$ cat config.mk
export PLATFORM = sky130hd
export DESIGN_NAME = bytepack_writer
export DESIGN_NICKNAME = d
export VERILOG_FILES = /design/src/rtl/bpw_pkg.sv /design/src/rtl/bpw_seq.sv /design/src/rtl/bpw_ptr.sv /design/src/rtl/bpw_port.sv /design/src/rtl/bytepack_writer.sv
export SDC_FILE = /design/constraint.sdc
export NUM_CORES = 1
export LEC_CHECK = 0
export BUFFER_PORTS_ARGS = -buffer_cell sky130_fd_sc_hd__buf_4
export CAP_MARGIN = 20
export CORE_UTILIZATION = 49
export DETAILED_ROUTE_END_ITERATION = 10
export PLACE_DENSITY = 0.77
export SLEW_MARGIN = 20
export SYNTH_ARGS = -nofsm -noshare
export SYNTH_HDL_FRONTEND = slang
export SYNTH_SLANG_ARGS = --single-unit
$ cat constraint.sdc
create_clock -name clk -period 1.75 [get_ports clk]
set_input_delay 0.175 -clock clk [delete_from_list [all_inputs] [get_ports clk]]
set_output_delay 0.175 -clock clk [all_outputs]
set_load 0.005 [all_outputs]
$ cat src/rtl/bpw_pkg.sv
package bpw_pkg;

   localparam int unsigned VAL_W  = 32;
   localparam int unsigned BYTE_W = 8;
   localparam int unsigned WORD_W = 2 * BYTE_W;
   localparam int unsigned CNT_W  = $clog2(VAL_W / BYTE_W + 1);

   typedef enum logic [1:0] {
      SZ_B8  = 2'd0,
      SZ_B16 = 2'd1,
      SZ_B24 = 2'd2,
      SZ_B32 = 2'd3
   } bpw_size_e;

   function automatic logic [CNT_W-1:0] bpw_nbytes(input logic [1:0] sz);
      return CNT_W'(sz) + CNT_W'(1);
   endfunction

endpackage

$ cat src/rtl/bpw_seq.sv
module bpw_seq
   import bpw_pkg::*;
(
   input  logic              clk,
   input  logic              rst_n,
   input  logic              in_valid,
   input  logic [1:0]        in_size,
   input  logic [VAL_W-1:0]  in_value,
   input  logic              adv,
   output logic              in_ready,
   output logic              byte_valid,
   output logic [BYTE_W-1:0] byte_out
);

   logic [VAL_W-1:0] sreg;
   logic [CNT_W-1:0] left;
   logic             take;
   logic [1:0]       pad;

   assign in_ready   = (left == '0) || ((left == CNT_W'(1)) && adv);
   assign take       = in_valid && in_ready;
   assign byte_valid = (left != '0);
   assign byte_out   = sreg[VAL_W-1 -: BYTE_W];
   assign pad        = 2'd3 - in_size;

   always_ff @(posedge clk or negedge rst_n) begin
      if (!rst_n) begin
         sreg <= '0;
         left <= '0;
      end else if (take) begin
         sreg <= in_value << {pad, 3'b000};
         left <= bpw_nbytes(in_size);
      end else if (adv) begin
         sreg <= sreg << BYTE_W;
         left <= left - CNT_W'(1);
      end
   end


   busy_after_take_chk: assert property (@(posedge clk) disable iff (!rst_n)
      (take && (in_size != SZ_B8)) |=> !in_ready);

endmodule

$ cat src/rtl/bpw_ptr.sv
module bpw_ptr #(
   parameter int unsigned ADDR_W    = 8,
   parameter int unsigned BASE_WORD = 4,
   parameter int unsigned TOP_WORD  = 9
) (
   input  logic          clk,
   input  logic          rst_n,
   input  logic          adv,
   output logic [ADDR_W:0] ptr,
   output logic          wrap,
   output logic          flush_req
);

   localparam int unsigned PW = ADDR_W + 1;
   localparam logic [PW-1:0] START = PW'(2 * BASE_WORD);
   localparam logic [PW-1:0] LAST  = PW'(2 * TOP_WORD);

   assign wrap = (ptr == LAST);

   always_ff @(posedge clk or negedge rst_n) begin
      if (!rst_n) begin
         ptr       <= START;
         flush_req <= 1'b0;
      end else begin
         flush_req <= adv && wrap;
         if (adv) ptr <= wrap ? START : ptr + PW'(1);
      end
   end


   ptr_range_chk: assert property (@(posedge clk) disable iff (!rst_n)
      (ptr >= START) && (ptr <= LAST));


   ptr_step_chk: assert property (@(posedge clk) disable iff (!rst_n)
      (adv && !wrap) |=> (ptr == $past(ptr) + PW'(1)));


   flush_reload_chk: assert property (@(posedge clk) disable iff (!rst_n)
      flush_req |-> (ptr == START));


   flush_pulse_chk: assert property (@(posedge clk) disable iff (!rst_n)
      flush_req |=> !flush_req);

endmodule

$ cat src/rtl/bpw_port.sv
module bpw_port
   import bpw_pkg::*;
#(
   parameter int unsigned ADDR_W = 8
) (
   input  logic              clk,
   input  logic              rst_n,
   input  logic              byte_valid,
   input  logic [BYTE_W-1:0] byte_in,
   input  logic [ADDR_W:0]   ptr,
   output logic              adv,
   output logic              mem_we,
   output logic [ADDR_W-1:0] mem_waddr,
   output logic [WORD_W-1:0] mem_wdata
);

   logic [BYTE_W-1:0] low_keep;
   logic              odd;

   assign odd       = ptr[0];
   assign adv       = byte_valid;
   assign mem_we    = byte_valid;
   assign mem_waddr = ptr[ADDR_W:1];
   assign mem_wdata = odd ? {byte_in, low_keep} : {{BYTE_W{1'b0}}, byte_in};

   always_ff @(posedge clk or negedge rst_n) begin
      if (!rst_n)                  low_keep <= '0;
      else if (byte_valid && !odd) low_keep <= byte_in;
   end

endmodule

$ cat src/rtl/bytepack_writer.sv
module bytepack_writer
   import bpw_pkg::*;
#(
   parameter int unsigned ADDR_W    = 8,
   parameter int unsigned BASE_WORD = 4,
   parameter int unsigned TOP_WORD  = 9
) (
   input  logic              clk,
   input  logic              rst_n,
   input  logic              in_valid,
   output logic              in_ready,
   input  logic [1:0]        in_size,
   input  logic [31:0]       in_value,
   output logic              mem_we,
   output logic [ADDR_W-1:0] mem_waddr,
   output logic [15:0]       mem_wdata,
   output logic              flush_req,
   output logic [ADDR_W:0]   byte_ptr
);

   if (TOP_WORD <= BASE_WORD) begin : g_bad_span
      $error("bytepack_writer: TOP_WORD must exceed BASE_WORD");
   end
   if (TOP_WORD >= (1 << ADDR_W)) begin : g_bad_top
      $error("bytepack_writer: TOP_WORD does not fit in ADDR_W bits");
   end

   logic              adv;
   logic              wrap;
   logic              byte_valid;
   logic [BYTE_W-1:0] byte_cur;

   bpw_seq u_seq (
      .clk        (clk),
      .rst_n      (rst_n),
      .in_valid   (in_valid),
      .in_size    (in_size),
      .in_value   (in_value),
      .adv        (adv),
      .in_ready   (in_ready),
      .byte_valid (byte_valid),
      .byte_out   (byte_cur)
   );

   bpw_ptr #(
      .ADDR_W    (ADDR_W),
      .BASE_WORD (BASE_WORD),
      .TOP_WORD  (TOP_WORD)
   ) u_ptr (
      .clk       (clk),
      .rst_n     (rst_n),
      .adv       (adv),
      .ptr       (byte_ptr),
      .wrap      (wrap),
      .flush_req (flush_req)
   );

   bpw_port #(
      .ADDR_W (ADDR_W)
   ) u_port (
      .clk        (clk),
      .rst_n      (rst_n),
      .byte_valid (byte_valid),
      .byte_in    (byte_cur),
      .ptr        (byte_ptr),
      .adv        (adv),
      .mem_we     (mem_we),
      .mem_waddr  (mem_waddr),
      .mem_wdata  (mem_wdata)
   );


   flush_only_on_wrap_chk: assert property (@(posedge clk) disable iff (!rst_n)
      (mem_we && !wrap) |=> !flush_req);

endmodule

==> results of run 1 <==
==> registers in the layout, indices dropped and copies added (netlist names) <==
name             count
u_ptr.ptr            9
u_port.low_keep      8
u_seq.left           3
u_seq.sreg          32
u_ptr.flush_req      1
==> stage by stage <==
stage / cell area, µm² / hold WS, ps / std cells
2_1_floorplan: 3053 / -120.6 / 259
3_3_place_gp: 3652 / 247.7 / 394
3_5_place_dp: 3652 / 252.6 / 394
4_1_cts: 3837 / 106.5 / 408
5_1_grt: 3928 / 110.0 / 414
6_report: 3928 / 112.1 / 414
==> critical path, cell delays in order, from the launching register on <==
cell and delay, ps:
dfrtp_1 400, inv_2 110, ha_4 160, nor3b_4 410, a21oi_4 60, buf_6 150, a221o_1 340
==> cell usage after synthesis, drive strengths merged, types with 2 or more instances <==
cell / number
clkbuf: 9
a221o: 21
nor4: 2
ha: 6
nand2: 6
a22oi: 4
nor2b: 2
nand4: 3
o21ai: 3
a21oi: 3
xnor2: 2
and2: 21
mux2: 31
and3: 12
o31ai: 2
or4b: 2
inv: 7
dfrtp: 52
mux2i: 2
buf: 20
mux4: 8
xor2: 3
a211oi: 9
a22o: 11
nor2: 6
==> final cells by class <==
class | count | area [µm²] | share of cell area
multi-input cells | 171 | 1605 | 0.4087
flip-flops and latches | 53 | 1328 | 0.3380
repair buffers | 100 | 790.8 | 0.2013
well taps | 75 | 93.84 | 0.02389
clock buffers | 7 | 76.32 | 0.01943
inverters | 7 | 26.28 | 0.006690
clock inverters | 1 | 7.507 | 0.001911
==> timing repair <==
item,CTS,global route
hold buffers,1,0
gates cloned,1,1
buffers inserted,4,6
pin swaps,2,14
resized for setup,14,11
endpoints found under the hold margin,52,0
setup endpoints to repair,32,41
==> cell families after synthesis <==
| logic type | after synthesis | share of synthesized area |
|---|---|---|
| and+or+nand+nor | 61 | 0.1217 |
| muxes | 41 | 0.1799 |
| adders and majority gates | 6 | 0.02459 |
| AOI/OAI and AO/OA | 57 | 0.1607 |
| xor gates and xnor gates | 5 | 0.01435 |
| DFF | 53 | 0.4348 |
| buffers and inverters | 36 | 0.06393 |
==> layer usage <==
metal | vias to the layer above | routed length, µm | track usage
met1 | 1201 | 3103 | 0.3084
met2 | 94 | 3502 | 0.3790
li1 | 1137 | - | -
met5 | - | 0 | 0
met4 | 0 | 61 | 0.05357
met3 | 8 | 462 | 0.05618
==> power by group through the flow <==
| stage | logic [µW] | clock network (µW) | registers [µW] |
|---|---|---|---|
| floorplan | 1480 | 0 | 1850 |
| global placement | 2360 | 0 | 1900 |
| detailed placement | 2450 | 0 | 1920 |
| CTS | 2680 | 679 | 1890 |
| global route | 3180 | 739 | 1960 |
| finish | 2920 | 672 | 1900 |
==> worst max path at each step <==
| stage | start | end | slack [ps] | depth (start not counted) |
|---|---|---|---|---|
| floorplan | u_ptr.ptr[0]$_DFFE_PN0N_ | u_ptr.ptr[3]$_DFFE_PN1N_ | 20 | 6 |
| global placement | u_seq.left[0]$_DFFE_PN0P_ | u_seq.left[0]$_DFFE_PN0P_ | -200 | 5 |
| detailed placement | u_seq.left[0]$_DFFE_PN0P_ | u_seq.sreg[20]$_DFFE_PN0P_ | -280 | 5 |
| CTS | u_seq.left[0]$_DFFE_PN0P_ | u_ptr.ptr[4]$_DFFE_PN0N_ | 2 | 7 |
| global route | u_seq.left[0]$_DFFE_PN0P_ | u_seq.sreg[15]$_DFFE_PN0P_ | -40 | 6 |
| finish | u_seq.left[1]$_DFFE_PN0P_ | u_seq.sreg[20]$_DFFE_PN0P_ | -0.5 | 6 |
==> results.ini, run 1 <==
[pwr]
p_int_uw = 3541
power_density_nw_per_um2 = 1400
netSwitchingPower_uw = 1956
peakVddDrop_mv = 0.7648
finalPower_uw = 5498
p_comb_frac = 0.531
p_seq_frac = 0.346
clkPwrFrac = 0.122
swShare = 0.3558
power.leakage_uw = 0.001907

[die]
core_area_um2 = 5956
row_count = 28
start_util = 0.5126
ios = 73
die_y_um = 80.94
die_x_um = 80.94
dieArea_um2 = 6550

[clock_network]
clock_path_buffers = 2
clk_pin_slew_ps = 90
root_buffer = clkbuf_8
cts.sinks = 53
numCtsBuffers = 5
insertion_delay_ps = 300
h-tree-depth = 2
tritoncts = built

[cells_and_area]
syn_to_final_growth_pct = 28.65
final_common_cell = buf_4
nFillCells = 478
drive_above_1_share = 0.4631
final_nets = 381
antenna_cells = 0
layout_common_cells = buf_4 (92), dfrtp_1 (52), mux2_2 (25), a221o_1 (21), and2_1 (20)
finish.utilization = 0.6595

[min_path]
holdCritStartpoint = in_value[7]
min_to = u_seq.sreg[7]$_DFFE_PN0P_
min_path_type = in -> reg
hold_depth = 2

[global_routing]
grt_max_degree = 54
grt_antenna_before_repair = 0
grt_overflow = 0
grt_pass1_wl_mm = 11.48
track_usage = 0.2310
grt_pass1_vias = 2337

[sta]
hold_viol = 0
finClkSkew_ps = 4.935
rsz0062_at_grt = yes
max_freq_ghz = 0.5713
worstMarginPinSlew_ps = 652.8
fin_crit_sh = 1.000
slew_headroom = 0.5648
finalSetupViolCount = 1
drv_slew = 0
final.setup.worst_slack_ps = -0.4730
tns_ps = -0.4730
period_minus_slack_ps = 1750

[synth]
synth_cells = 259
synth_edf_count = 0
synthArstFlopShare = 1.000
yosysWarnings = 0
yosys.area.top_type = dfrtp_1
synth_seq_area_share = 0.4348
yosysUniqueCellTypes = 44
yosys.area.top_type_share = 0.4262
avgSynthCellArea_um2 = 11.79
synthesis.nets = 302
ys.flop_type = dfrtp_1
synthTopCellsByArea = dfrtp_1 (43%), mux2_2 (9.2%), a221o_1 (6.9%)
synth_area_um2 = 3053
synth_seq_cells = 53

[setup_path]
crit_path_end_kind = flop
cp-start-kind = flop
regToRegEndpoint = u_seq.sreg[20]$_DFFE_PN0P_
reg2reg_depth = 6
path_class = reg -> reg
critPathMaxFanout = 5
worstReg2RegStart = u_seq.left[1]$_DFFE_PN0P_
r2r_slack_ps = -0.5
worstPathRequired_ps = 1940
arrival_ps = 1940

[placed_design]
pre_cts_ws_ps = -277.3
portBuffers = 72
place_hpwl_mm = 4.750
gp_congestion = 0.7974

[route]
vias = 2440
final_antenna_net_count = 0
viasPerCell = 5.894
dr.first_iter.drc_count = 119
drc = 0
wl_per_cell_um = 17.22
finalWirelength_mm = 7.130
firstDrtPassIters = 4

[run_status]
violations = negative setup slack
status = finished, violations left

[flow_run]
maxCapViolCount = 0

No activity file was read; power rests on OpenSTA's default activity.
==> run 2, diff against run 1 <==
--- a/config.mk
+++ b/config.mk
@@ -7,9 +7,9 @@
 export LEC_CHECK = 0
 export BUFFER_PORTS_ARGS = -buffer_cell sky130_fd_sc_hd__buf_4
 export CAP_MARGIN = 20
-export CORE_UTILIZATION = 49
+export CORE_UTILIZATION = 52
 export DETAILED_ROUTE_END_ITERATION = 10
-export PLACE_DENSITY = 0.77
+export PLACE_DENSITY = 0.78
 export SLEW_MARGIN = 20
 export SYNTH_ARGS = -nofsm -noshare
 export SYNTH_HDL_FRONTEND = slang
==> constraint.sdc (replaced) <==
create_clock -name clk -period 1.7 [get_ports clk]
set_input_delay 0.17 -clock clk [delete_from_list [all_inputs] [get_ports clk]]
set_output_delay 0.17 -clock clk [all_outputs]
set_load 0.005 [all_outputs]
==> results.ini, run 2 (same netlist as run 1, synthesis figures left out) <==
[die]
core_area_um2 = 5574  ; -6.4%
row_count = 27  ; -3.6%
ios = 73  ; unchanged
die_x_um = 78.62  ; -2.9%
start_util = 0.5477  ; +0.03509
die_y_um = 78.62  ; -2.9%
dieArea_um2 = 6181  ; -5.6%

[cells_and_area]
final_common_cell = buf_4
top_regs = u_seq.sreg (32), u_ptr.ptr (9), u_port.low_keep (8)
antenna_cells = 0  ; unchanged
nFillCells = 427  ; -11%
drive_above_1_share = 0.4535  ; -0.009673
final_nets = 375  ; -1.6%
largest_reg_flops = 32  ; unchanged
regMostFlops = u_seq.sreg
syn_to_final_growth_pct = 26.27
layout_common_cells = buf_4 (91), dfrtp_1 (52), mux2_2 (25), and2_1 (21), a221o_1 (21)
final_cells = 405  ; -2.2%

[sta]
finalSetupViolCount = 0  ; -1
slew_headroom = 0.5634  ; -0.001384
rsz0062_at_grt = yes
hold_viol = 0  ; unchanged
worstMarginPinSlew_ps = 654.8  ; +2.075 ps
tns_ps = 0  ; +0.4730 ps
finClkSkew_ps = 8.837  ; +3.902 ps
drv_slew = 0  ; unchanged
period_minus_slack_ps = 1670  ; -80.42 ps
fin_crit_sh = 0.9824  ; -0.01788
max_freq_ghz = 0.5988  ; +4.8%

[run_status]
status = complete, no violations

[pwr]
power.leakage_uw = 0.001871  ; -1.9%
peakVddDrop_mv = 0.7512  ; -1.8%
power_density_nw_per_um2 = 1406  ; +0.45%

[global_routing]
grt_pass1_vias = 2242  ; -4.1%
grt_max_degree = 54  ; unchanged
grt_antenna_before_repair = 0  ; unchanged
grt_overflow = 0  ; unchanged
grt_pass1_wl_mm = 10.99  ; -4.3%
track_usage = 0.2297  ; -0.001229

[placed_design]
dpl.cell_count = 388  ; -1.5%
place_hpwl_mm = 4.788  ; +0.81%
gp_congestion = 0.8152  ; +2.2%
portBuffers = 72  ; unchanged

[setup_path]
cp-start-kind = flop
r2r_slack_ps = 30  ; +30 ps
arrival_ps = 1860  ; -80 ps
worstPathRequired_ps = 1890  ; -50 ps
path_class = reg -> reg
critPathMaxFanout = 16  ; +11
crit_path_end_kind = flop

[route]
final_antenna_net_count = 0  ; unchanged
firstDrtPassIters = 4  ; unchanged
dr.first_iter.drc_count = 93  ; -22%
viasPerCell = 5.911  ; +0.30%
wl_per_cell_um = 17.09  ; -0.77%
finalWirelength_mm = 6.921  ; -2.9%
vias = 2394  ; -1.9%
drc = 0  ; unchanged

[clock_network]
numCtsBuffers = 5  ; unchanged
tritoncts = built
h-tree-depth = 2  ; unchanged
clock_path_buffers = 2  ; unchanged
root_buffer = clkbuf_8
insertion_delay_ps = 300  ; about the same
cts.sinks = 53  ; unchanged
clk_pin_slew_ps = 90  ; about the same

[flow_run]
maxCapViolCount = 0  ; unchanged

[min_path]
min_path_type = in -> reg

run 2: path summary, 6_finish.rpt:
| kind | start | endpoint | cells past startpoint |
|---|---|---|---|
| max in group asynchronous | rst_n | u_seq.left[1]$_DFFE_PN0P_ | 2 |
| max | u_seq.left[0]$_DFFE_PN0P_ | u_seq.sreg[13]$_DFFE_PN0P_ | 6 |
| min in group asynchronous | rst_n | u_port.low_keep[3]$_DFFE_PN0P_ | 2 |
| max reg2reg | u_seq.left[0]$_DFFE_PN0P_ | u_seq.sreg[13]$_DFFE_PN0P_ | 6 |
| min | in_value[1] | u_seq.sreg[1]$_DFFE_PN0P_ | 2 |
| min reg2reg | u_port.low_keep[7]$_DFFE_PN0P_ | u_port.low_keep[7]$_DFFE_PN0P_ | 1 |
run 2: per-stage QoR:
stage                     total power (µW)    util  hold slack [ps]  setup slack [ps]  cell area (µm²)
after floorplan                       3430       -           -125.6             7.222             3054
after global placement                4294  0.6494            238.1            -218.5             3620
after detailed placement              4409  0.6494            239.4            -305.9             3620
after CTS                             5202  0.6747            95.53             5.631             3761
after global routing                  5778  0.6916            97.07            -17.14             3855
final                                 5420  0.6916            99.66             29.94             3855
run 2: report_power, final:
part	internal, µW	switching (µW)	total, µW	leakage, µW
Sequential	1640	309	1950	0.000703
Combinational	1560	1230	2790	0.00113
Clock	290	387	677	0.0000422
run 2: critical path, cell delays in order (launching register included):
cell and delay, ps:
dfrtp_1 390, inv_2 70, ha_4 170, o21ba_4 240
buf_8 150, and3_4 220, a221o_1 330
run 2: repair_timing:
action | in CTS | in global routing
endpoints found under the setup margin | 32 | 45
gates cloned | 0 | 1
hold buffers | 1 | 0
setup buffers | 1 | 6
pin swaps | 2 | 5
gates resized for setup | 13 | 10
hold endpoints to repair | 52 | 0
run 2: cell type report:
cell class | instances | area, µm² | area share
Timing Repair Buffer | 94 | 723.2 | 0.1876
Clock buffer | 7 | 76.32 | 0.01980
Tap cell | 72 | 90.09 | 0.02337
Clock inverter | 1 | 5.005 | 0.001298
Sequential cell | 53 | 1328 | 0.3444
Multi-Input combinational cell | 171 | 1607 | 0.4167
Inverter | 7 | 26.28 | 0.006816
run 2: per-layer routing:
layer  GRT usage  share of wire  up-vias
li1            -              -     1125
met2      0.3557           0.49       95
met4     0.06111         0.0077        0
met3     0.04302          0.051        6
met5           0              0        -
met1      0.3296           0.45     1168
==> run 3, diff against run 2 <==
--- a/config.mk
+++ b/config.mk
@@ -10,6 +10,7 @@
 export CORE_UTILIZATION = 52
 export DETAILED_ROUTE_END_ITERATION = 10
 export PLACE_DENSITY = 0.78
+export RECOVER_POWER = 50
 export SLEW_MARGIN = 20
 export SYNTH_ARGS = -nofsm -noshare
 export SYNTH_HDL_FRONTEND = slang
==> constraint.sdc (replaced) <==
create_clock -name clk -period 1.7 [get_ports clk]
set_input_delay 0.255 -clock clk [delete_from_list [all_inputs] [get_ports clk]]
set_output_delay 0.255 -clock clk [all_outputs]
set_load 0.005 [all_outputs]
==> results.ini, run 3 (same netlist as run 1, synthesis figures left out) <==
[sta]
worstMarginPinSlew_ps = 651.4  ; -3.486 ps
slew_headroom = 0.5658  ; +0.002324
max_freq_ghz = 0.5892  ; -1.6%
finClkSkew_ps = 8.446  ; -0.3909 ps
period_minus_slack_ps = 1697  ; +27.06 ps
rsz0062_at_grt = yes
hold_viol = 0  ; unchanged
fin_crit_sh = 0.9983  ; +0.01592
finalSetupViolCount = 0  ; unchanged
drv_slew = 0  ; unchanged
tns_ps = 0  ; unchanged

[setup_path]
max_stage_delay_ps = 420  ; +30 ps
crit_path_end_kind = flop
arrival_ps = 1890  ; +30 ps
worstReg2RegStart = u_seq.left[0]$_DFFE_PN0P_
crit_start = u_seq.left[0]$_DFFE_PN0P_
cp_top_family = compound AO/OA/AOI/OAI gates
path_class = reg -> reg
cp-endpoint = u_seq.sreg[27]$_DFFE_PN0P_
r2r_slack_ps = 3  ; -30 ps
crit_chain = inv_2, ha_4, o21ba_4, buf_8, buf_4, and3_4, a221o_1
worstPathRequired_ps = 1890  ; about the same
critPathMaxFanout = 6  ; -10
crit_slowest_cell = dfrtp_1
regToRegEndpoint = u_seq.sreg[27]$_DFFE_PN0P_
cp-start-kind = flop
cp_num_cells = 7  ; +1
reg2reg_depth = 7  ; +1
critPathBufInv = 3  ; +1

[route]
final_antenna_net_count = 0  ; unchanged
drc = 0  ; unchanged
finalWirelength_mm = 7.274  ; +5.1%
vias = 2482  ; +3.7%
firstDrtPassIters = 4  ; unchanged
wl_per_cell_um = 17.61  ; +3.1%
dr.first_iter.drc_count = 143  ; +54%
viasPerCell = 6.010  ; +1.7%

[pwr]
peakVddDrop_mv = 0.8683  ; +16%
power.leakage_uw = 0.001911  ; +2.1%
power_density_nw_per_um2 = 1429  ; +1.6%
finalPower_uw = 5689  ; +5.0%

[global_routing]
grt_max_degree = 54  ; unchanged
track_usage = 0.2359  ; +0.006175
grt_pass1_wl_mm = 11.40  ; +3.7%
grt_overflow = 0  ; unchanged
grt_antenna_before_repair = 0  ; unchanged
grt_pass1_vias = 2343  ; +4.5%

[cells_and_area]
regMostFlops = u_seq.sreg
top_regs = u_seq.sreg (32), u_ptr.ptr (9), u_port.low_keep (8)
largest_reg_flops = 32  ; unchanged
drive_above_1_share = 0.4692  ; +0.01575
nFillCells = 442  ; +3.5%
final_common_cell = buf_4
final_cells = 413  ; +2.0%
antenna_cells = 0  ; unchanged
syn_to_final_growth_pct = 30.41
final_nets = 383  ; +2.1%
layout_common_cells = buf_4 (80), dfrtp_1 (52), mux2_2 (24), a221o_1 (21), and2_1 (20)
design_area_um2 = 3981  ; +3.3%

[placed_design]
dpl.cell_count = 392  ; +1.0%
dpl_cell_area_um2 = 3650  ; +0.83%
gp_congestion = 0.8214  ; +0.76%
portBuffers = 72  ; unchanged
place_hpwl_mm = 4.780  ; -0.17%

[run_status]
status = complete, no violations

[min_path]
holdCritStartpoint = in_value[3]
hold_depth = 2  ; unchanged
min_path_type = in -> reg

[die]
row_count = 27  ; unchanged
start_util = 0.5477  ; unchanged
dieArea_um2 = 6181  ; unchanged
ios = 73  ; unchanged
die_y_um = 78.62  ; unchanged
die_x_um = 78.62  ; unchanged
core_area_um2 = 5574  ; unchanged

[clock_network]
clock_path_buffers = 2  ; unchanged
root_buffer = clkbuf_8
numCtsBuffers = 5  ; unchanged
tritoncts = built
clk_pin_slew_ps = 100  ; about the same
cts.sinks = 53  ; unchanged
insertion_delay_ps = 310  ; about the same
h-tree-depth = 2  ; unchanged

[flow_run]
maxCapViolCount = 0  ; unchanged

[run 3: worst min path at each step]
| stage | end | slack, ps |
|---|---|---|
| floorplan | u_port.low_keep[0]$_DFFE_PN0P_ | -40 |
| global placement | u_port.low_keep[4]$_DFFE_PN0P_ | 330 |
| detailed placement | u_port.low_keep[6]$_DFFE_PN0P_ | 330 |
| CTS | u_seq.sreg[3]$_DFFE_PN0P_ | 180 |
| global route | u_seq.sreg[5]$_DFFE_PN0P_ | 180 |
| finish | u_seq.sreg[3]$_DFFE_PN0P_ | 180 |
[run 3: worst reg2reg max path, cell delays in order (launching register included)]
cell and delay [ps]:
dfrtp_1 420, inv_2 70, ha_4 170, o21ba_4 230
buf_8 140, buf_4 150, and3_4 160, a221o_1 260
[run 3: power by group]
part	total [µW]	internal, µW	leakage, µW	switching (µW)
clock	701	292	0.0000385	409
combinational	3030	1720	0.00117	1310
sequential	1960	1640	0.000703	312
total	5690	3660	0.00191	2030
[run 3: repair_timing]
action,in CTS,in global routing
hold buffers,1,0
endpoints found under the setup margin,40,44
resized for setup,17,15
endpoints found under the hold margin,14,0
cloned,0,3
buffers inserted,3,7
pin swaps,1,4
[run 3: final cells by class]
| class | instances | area (µm²) | area share |
|---|---|---|---|
| multi-input cells | 171 | 1627 | 0.4085 |
| flip-flops and latches | 53 | 1328 | 0.3334 |
| repair buffers | 102 | 827.0 | 0.2077 |
| well taps | 72 | 90.09 | 0.02263 |
| clock buffers | 7 | 76.32 | 0.01917 |
| inverters | 7 | 26.28 | 0.006600 |
| clock inverters | 1 | 7.507 | 0.001886 |
[run 3: layer usage]
metal	share of wire	up-vias	GRT usage
met5	0	-	0
met4	0.0067	0	0.05000
met3	0.055	6	0.04535
met2	0.50	97	0.3783
met1	0.44	1234	0.3323
li1	-	1145	-
[run 3: per-stage QoR]
step / setup WS, ps / util / hold slack, ps
detailed placement: -326.8 / 0.6548 / 328.4
finish: 2.886 / 0.7143 / 180.2
global placement: -223.9 / 0.6548 / 325.6
CTS: 2.170 / 0.6855 / 183.7
floorplan: 7.222 / - / -40.59
global route: -34.22 / 0.7143 / 179.7
